$ cat src/rtl/tw_pkg.sv
package tw_pkg;

  typedef enum logic {
    ST_IDLE = 1'b0,
    ST_RUN  = 1'b1
  } tw_state_e;

  // y3 y3 y2 y2 y1 y1 y0 y0
  function automatic logic [7:0] dup_bits(input logic [3:0] v);
    logic [7:0] r;
    for (int i = 0; i < 4; i++) begin
      r[2*i]   = v[i];
      r[2*i+1] = v[i];
    end
    return r;
  endfunction

  // 0 x3 0 x2 0 x1 0 x0
  function automatic logic [7:0] spread_bits(input logic [3:0] v);
    logic [7:0] r;
    for (int i = 0; i < 4; i++) begin
      r[2*i]   = v[i];
      r[2*i+1] = 1'b0;
    end
    return r;
  endfunction

endpackage

$ cat src/rtl/tw_row_term.sv
module tw_row_term (
  input  logic       clk_i,
  input  logic       rst_ni,
  input  logic       load_i,
  input  logic [3:0] y_low_i,
  output logic [7:0] term_o
);
  import tw_pkg::*;

  always_ff @(posedge clk_i or negedge rst_ni) begin
    if (!rst_ni)     term_o <= '0;
    else if (load_i) term_o <= dup_bits(y_low_i);
  end
endmodule

$ cat src/rtl/tw_swizzle.sv
module tw_swizzle (
  input  logic [7:0] y_term_i,
  input  logic [3:0] x_low_i,
  output logic [7:0] idx_o
);
  import tw_pkg::*;

  assign idx_o = y_term_i ^ spread_bits(x_low_i);
endmodule

$ cat src/rtl/tw_dir_mux.sv
module tw_dir_mux #(
  parameter int ADDR_W = 32
) (
  input  logic              store_i,
  input  logic [ADDR_W-1:0] lin_addr_i,
  input  logic [ADDR_W-1:0] tile_addr_i,
  output logic [ADDR_W-1:0] src_addr_o,
  output logic [ADDR_W-1:0] dst_addr_o
);
  assign src_addr_o = store_i ? lin_addr_i  : tile_addr_i;
  assign dst_addr_o = store_i ? tile_addr_i : lin_addr_i;
endmodule

$ cat src/rtl/tw_walker.sv
module tw_walker #(
  parameter int COORD_W = 16,
  parameter int ADDR_W  = 32,
  parameter int SHIFT_W = 3
) (
  input  logic               clk_i,
  input  logic               rst_ni,
  input  logic               start_i,
  input  logic               store_i,
  input  logic [COORD_W-1:0] org_x_i,
  input  logic [COORD_W-1:0] org_y_i,
  input  logic [COORD_W-1:0] width_i,
  input  logic [COORD_W-1:0] height_i,
  input  logic [ADDR_W-1:0]  lin_stride_i,
  input  logic [ADDR_W-1:0]  tile_stride_i,
  input  logic [SHIFT_W-1:0] elem_shift_i,
  output logic               valid_o,
  input  logic               ready_i,
  output logic [ADDR_W-1:0]  src_addr_o,
  output logic [ADDR_W-1:0]  dst_addr_o,
  output logic               store_o,
  output logic               done_o
);
  import tw_pkg::*;

  localparam int TX_W   = COORD_W - 4;
  localparam int TIDX_W = TX_W + 8;

  tw_state_e          st_q;
  logic [COORD_W-1:0] w_q, h_q, org_x_q;
  logic [COORD_W-1:0] col_q, row_q, cur_x_q, cur_y_q;
  logic [ADDR_W-1:0]  lin_stride_q, tile_stride_q;
  logic [ADDR_W-1:0]  lin_row_q, lin_addr_q, band_base_q;
  logic [SHIFT_W-1:0] shift_q;
  logic               store_q, done_q;

  logic               idle, accept, last_col, last_row, zero_reg;
  logic               term_load;
  logic [3:0]         term_y;
  logic [7:0]         y_term, idx;
  logic [COORD_W-1:0] next_y;
  logic [ADDR_W-1:0]  start_band, tile_addr, tile_off;
  logic [TIDX_W-1:0]  tile_idx;

  assign idle     = (st_q == ST_IDLE);
  assign accept   = (st_q == ST_RUN) && ready_i;
  assign last_col = (col_q == w_q - COORD_W'(1));
  assign last_row = (row_q == h_q - COORD_W'(1));
  assign zero_reg = (width_i == '0) || (height_i == '0);
  assign next_y   = cur_y_q + COORD_W'(1);

  assign start_band = (ADDR_W'(org_y_i) & ~ADDR_W'(15)) * tile_stride_i;

  // y half of the swizzle: reloaded only at region start and at row change
  assign term_load = (idle && start_i) || (accept && last_col && !last_row);
  assign term_y    = idle ? org_y_i[3:0] : next_y[3:0];

  tw_row_term u_row_term (
    .clk_i   (clk_i),
    .rst_ni  (rst_ni),
    .load_i  (term_load),
    .y_low_i (term_y),
    .term_o  (y_term)
  );

  tw_swizzle u_swizzle (
    .y_term_i (y_term),
    .x_low_i  (cur_x_q[3:0]),
    .idx_o    (idx)
  );

  assign tile_idx  = {cur_x_q[COORD_W-1:4], idx};
  assign tile_off  = ADDR_W'(tile_idx) << shift_q;
  assign tile_addr = band_base_q + tile_off;

  tw_dir_mux #(.ADDR_W(ADDR_W)) u_dir_mux (
    .store_i     (store_q),
    .lin_addr_i  (lin_addr_q),
    .tile_addr_i (tile_addr),
    .src_addr_o  (src_addr_o),
    .dst_addr_o  (dst_addr_o)
  );

  always_ff @(posedge clk_i or negedge rst_ni) begin
    if (!rst_ni) begin
      st_q          <= ST_IDLE;
      w_q           <= '0;
      h_q           <= '0;
      org_x_q       <= '0;
      col_q         <= '0;
      row_q         <= '0;
      cur_x_q       <= '0;
      cur_y_q       <= '0;
      lin_stride_q  <= '0;
      tile_stride_q <= '0;
      lin_row_q     <= '0;
      lin_addr_q    <= '0;
      band_base_q   <= '0;
      shift_q       <= '0;
      store_q       <= 1'b0;
      done_q        <= 1'b0;
    end else begin
      done_q <= 1'b0;
      unique case (st_q)
        ST_IDLE: begin
          if (start_i) begin
            w_q           <= width_i;
            h_q           <= height_i;
            org_x_q       <= org_x_i;
            col_q         <= '0;
            row_q         <= '0;
            cur_x_q       <= org_x_i;
            cur_y_q       <= org_y_i;
            lin_stride_q  <= lin_stride_i;
            tile_stride_q <= tile_stride_i;
            lin_row_q     <= '0;
            lin_addr_q    <= '0;
            band_base_q   <= start_band;
            shift_q       <= elem_shift_i;
            store_q       <= store_i;
            if (zero_reg) done_q <= 1'b1;
            else          st_q   <= ST_RUN;
          end
        end
        ST_RUN: begin
          if (ready_i) begin
            if (last_col) begin
              if (last_row) begin
                st_q   <= ST_IDLE;
                done_q <= 1'b1;
              end else begin
                row_q      <= row_q + COORD_W'(1);
                col_q      <= '0;
                cur_x_q    <= org_x_q;
                cur_y_q    <= next_y;
                lin_row_q  <= lin_row_q + lin_stride_q;
                lin_addr_q <= lin_row_q + lin_stride_q;
                if (cur_y_q[3:0] == 4'hf)
                  band_base_q <= band_base_q + (tile_stride_q << 4);
              end
            end else begin
              col_q      <= col_q + COORD_W'(1);
              cur_x_q    <= cur_x_q + COORD_W'(1);
              lin_addr_q <= lin_addr_q + (ADDR_W'(1) << shift_q);
            end
          end
        end
        default: st_q <= ST_IDLE;
      endcase
    end
  end

  assign valid_o = (st_q == ST_RUN);
  assign store_o = store_q;
  assign done_o  = done_q;

endmodule

$ cat config.mk
export PLATFORM = sky130hd
export DESIGN_NAME = tw_walker
export DESIGN_NICKNAME = d
export VERILOG_FILES = /design/src/rtl/tw_pkg.sv /design/src/rtl/tw_row_term.sv /design/src/rtl/tw_swizzle.sv /design/src/rtl/tw_dir_mux.sv /design/src/rtl/tw_walker.sv
export SDC_FILE = /design/constraint.sdc
export NUM_CORES = 2
export LEC_CHECK = 0
export ABC_AREA = 0
export BUFFER_PORTS_ARGS = -buffer_cell sky130_fd_sc_hd__buf_4
export CAP_MARGIN = 20
export CORE_MARGIN = 2
export CORE_UTILIZATION = 50
export DETAILED_ROUTE_END_ITERATION = 7
export PLACE_DENSITY = 0.68
export SETUP_SLACK_MARGIN = 0.02
export SYNTH_ARGS = -nofsm -noshare
export SYNTH_HDL_FRONTEND = slang
export SYNTH_HIERARCHICAL = 1
export SYNTH_SLANG_ARGS = --single-unit
$ cat constraint.sdc
create_clock -name clk_i -period 6.9 [get_ports clk_i]
set_clock_uncertainty 0.15 [all_clocks]
set_input_delay 1.035 -clock clk_i [delete_from_list [all_inputs] [get_ports clk_i]]
set_output_delay 1.035 -clock clk_i [all_outputs]
set_load 0.005 [all_outputs]
==> results.cfg <==
[critical_path]
cp_max_fo = 22
r2r_start = h_q[0]$_DFFE_PN0P_
startpoint = shift_q[1]$_DFFE_PN0P_
critical-path-max-stage-delay_ns = 0.67
end_kind = output pin
r2r-end = u_row_term/term_o[1]$_DFFE_PN0P_
cp_top_family = compound AO/OA/AOI/OAI gates
path_buf_inv = 1
reg2reg_depth = 10
worstPathRequired_ns = 5.71
critPathArrivalTime_ns = 5.34
crit_chain = mux2_2 > mux2i_1 > o21bai_1 > ha_1 > nand2_1 > o21ai_0 > a21oi_1 > o21ai_0 > o31ai_1 > o21bai_1 > o31ai_1 > a21oi_1 > nand2b_1 > xnor2_1 > mux2_4 > buf_4
r2r_slack_ns = 2.07
cp-start-kind = flop
criticalPathCategory = flop to output pin
cpMaxStageDelayCell = dfrtp_2

[power_and_ir_drop]
max-vdd-ir-drop_mv = 0.396
leakagePower_nw = 14.6
pwr_density_cell_nw_per_um2 = 372

[detailed_routing]
viasPerCell = 5.83
drt-total-wl_um = 76700
wl_per_cell_um = 19.1
antenna_left = 0
vias = 23411
firstDrtPassIters = 6
initialDrtViolationCount = 1870
drc_errors = 0

[die]
row_count = 84
die_h_um = 235
dieArea_um2 = 55400
num_io_pins = 203
coreArea_um2 = 52800
initial_core_util_pct = 50.7
die_w_um = 235

[place]
hpwl_um = 58500
place_congestion = 0.936
place_area_um2 = 28800
place_ws_ns = 0.0856
port_buffers = 198

[global_route]
grt_overflow = 0
grt_pass1_vias = 23290
grt_start_max_net_pins = 166
antenna_found_initial = 0
grtUsageTotal_pct = 27.7
grt_pass1_wl_um = 124000

[clock_tree]
path_clk_slew_ns = 0.05
cts_tree = built
cts-htree-levels = 2
clock_latency_ns = 0.56
postCtsSetupRepairBufs = 0
cts_buffers = 34
cts_root_buf = clkbuf_16
clock-sinks = 262
cts_buffer_depth = 3
holdBufCountCts = 0
ctsResizeCount = 0

[synth]
synth_edf_count = 0
synth_nets = 3666
synthFlopType = dfrtp_1
syn_area_um2 = 26800
yosysWarnings = 6
synth_seq_cells = 262
ys_seq_area_share_pct = 24.5
synth_cell_types = 89
synth_area_per_cell_um2 = 8.40
synth_cells = 3187
synthArstFlopShare_pct = 100

[worst_hold_path]
hold_depth = 2
hp-start = org_x_q[14]$_DFFE_PN0P_
hold_end = org_x_q[14]$_DFFE_PN0P_
hp-class = flop to flop

[timing]
timing.fmax_mhz = 153
maxSlewHeadroom_pct = 29.7
tns_ns = 0
worst_slack_ns = 0.379
finalCritPeriodShare_pct = 94.5
timing.final.hold_violations = 0
worst_pin_slew_ns = 1.05
rsz0062_at_grt = no
fin_crit_ns = 6.52
setup_violations = 0
drv_slew = 0

[finish]
fillCellCount = 4875
antennaDiodeCount = 0
final_common_cell = nand2_1
design_area_um2 = 29800
drive_gt1_share_pct = 13.1
syn_to_final_growth_pct = 11.3
fin_nets = 3786
final_cell_mix = 683 x nand2_1, 284 x inv_1, 259 x dfrtp_1

[outcome]
status = finished clean

[run]
maxCapViolations = 0
## metrics by stage
step	hold slack (ns)	cells	total power [W]	util [%]
after floorplan	0.293	3187	0.00710	-
after CTS	0.327	4015	0.0111	56.5
after detailed placement	0.313	3959	0.00935	54.5
final	0.326	4015	0.0111	56.5
after global routing	0.350	4015	0.0120	56.5
after global placement	0.308	3959	0.00916	54.5
## state kept, by name, indices dropped and copies added (netlist names)
signal             cells
org_x_q               16
lin_addr_q            32
w_q                   16
lin_row_q             32
col_q                 16
u_row_term/term_o      4
store_o                1
cur_y_q                4
lin_stride_q          32
valid_o                1
cur_x_q               16
done_o                 1
row_q                 16
tile_stride_q         28
shift_q                3
band_base_q           28
h_q                   16
## report_power, final
part	total [W]	internal, W	switching (W)	leakage, nW
Sequential	0.00213	0.00178	0.000355	3.37
Combinational	0.00726	0.00340	0.00387	10.7
Clock	0.00170	0.000980	0.000720	0.516
Total	0.0111	0.00615	0.00494	14.6
## layer usage
metal / share of wire (%) / vias up / GRT usage (%)
li1: - / 10867 / -
met1: 44 / 11551 / 39.0
met2: 46 / 874 / 45.2
met3: 7.3 / 119 / 3.87
met4: 2.2 / 0 / 7.01
met5: 0 / - / 0
## cell type report
cell class / count / area [um2] / share of cell area, %
Clock buffer: 47 / 970 / 3.26
Timing Repair Buffer: 249 / 1910 / 6.43
Inverter: 288 / 1080 / 3.63
Multi-Input combinational cell: 2472 / 18300 / 61.6
Clock inverter: 9 / 63.8 / 0.214
Tap cell: 688 / 861 / 2.89
Sequential cell: 262 / 6560 / 22.0
## synth_stat cells (8+ instances only)
cell type	count	area, um2
a211oi_1	19	143
xnor2_1	116	1020
nand3_1	65	325
nor4_1	19	119
a21oi_1	147	736
nor2b_1	13	81.3
mux2_2	32	360
dfrtp_1	262	6560
a21o_1	40	300
a21boi_0	8	60.1
o21ai_0	165	826
nand4_1	25	156
xor2_1	74	648
and2_1	81	507
o21a_1	19	143
and3_1	28	175
fa_1	202	4040
o22ai_1	11	68.8
clkbuf_1	121	454
or3_1	15	93.8
nand2_1	684	2570
nor3_1	64	320
o211ai_1	16	120
ha_1	141	1760
o31ai_1	21	158
o21bai_1	21	158
nand3b_1	12	90.1
a211o_1	9	78.8
nand2b_1	14	87.6
a31oi_1	25	156
nor2_1	165	619
mux2i_1	20	200
buf_4	13	97.6
o21ai_1	20	100
or4_1	8	60.1
buf_2	17	85.1
inv_1	285	1070
mux2_4	60	901
## worst reg2reg max path, stage by stage, from the launching register on
cell,delay (ns)
dfrtp_1,0.46
inv_1,0.11
ha_1,0.26
or4b_1,0.66
o31a_1,0.37
or3_1,0.36
a31o_2,0.30
nand4bb_1,0.48
a31oi_2,0.76
inv_2,0.41
mux2_2,0.38
## worst max-delay path by stage
| stage | end | slack (ns) | cells past startpoint |
|---|---|---|---|
| floorplan | band_base_q[31]$_DFFE_PN0P_ | 0.33 | 21 |
| global placement | band_base_q[31]$_DFFE_PN0P_ | 0.17 | 21 |
| detailed placement | band_base_q[31]$_DFFE_PN0P_ | 0.09 | 22 |
| CTS | src_addr_o[28] | 0.13 | 17 |
| global route | src_addr_o[28] | 0.06 | 17 |
| finish | src_addr_o[28] | 0.38 | 16 |
## cell families after synthesis
kind of cell | share of synthesized area [%]
compound gates | 13.9
xor+xnor | 6.22
fa+ha+maj | 21.7
simple gates | 20.7
mux | 5.88
buf+inv | 7.10
other cells | 0.0140
flops | 24.5
(Power assumes the default switching activity.)
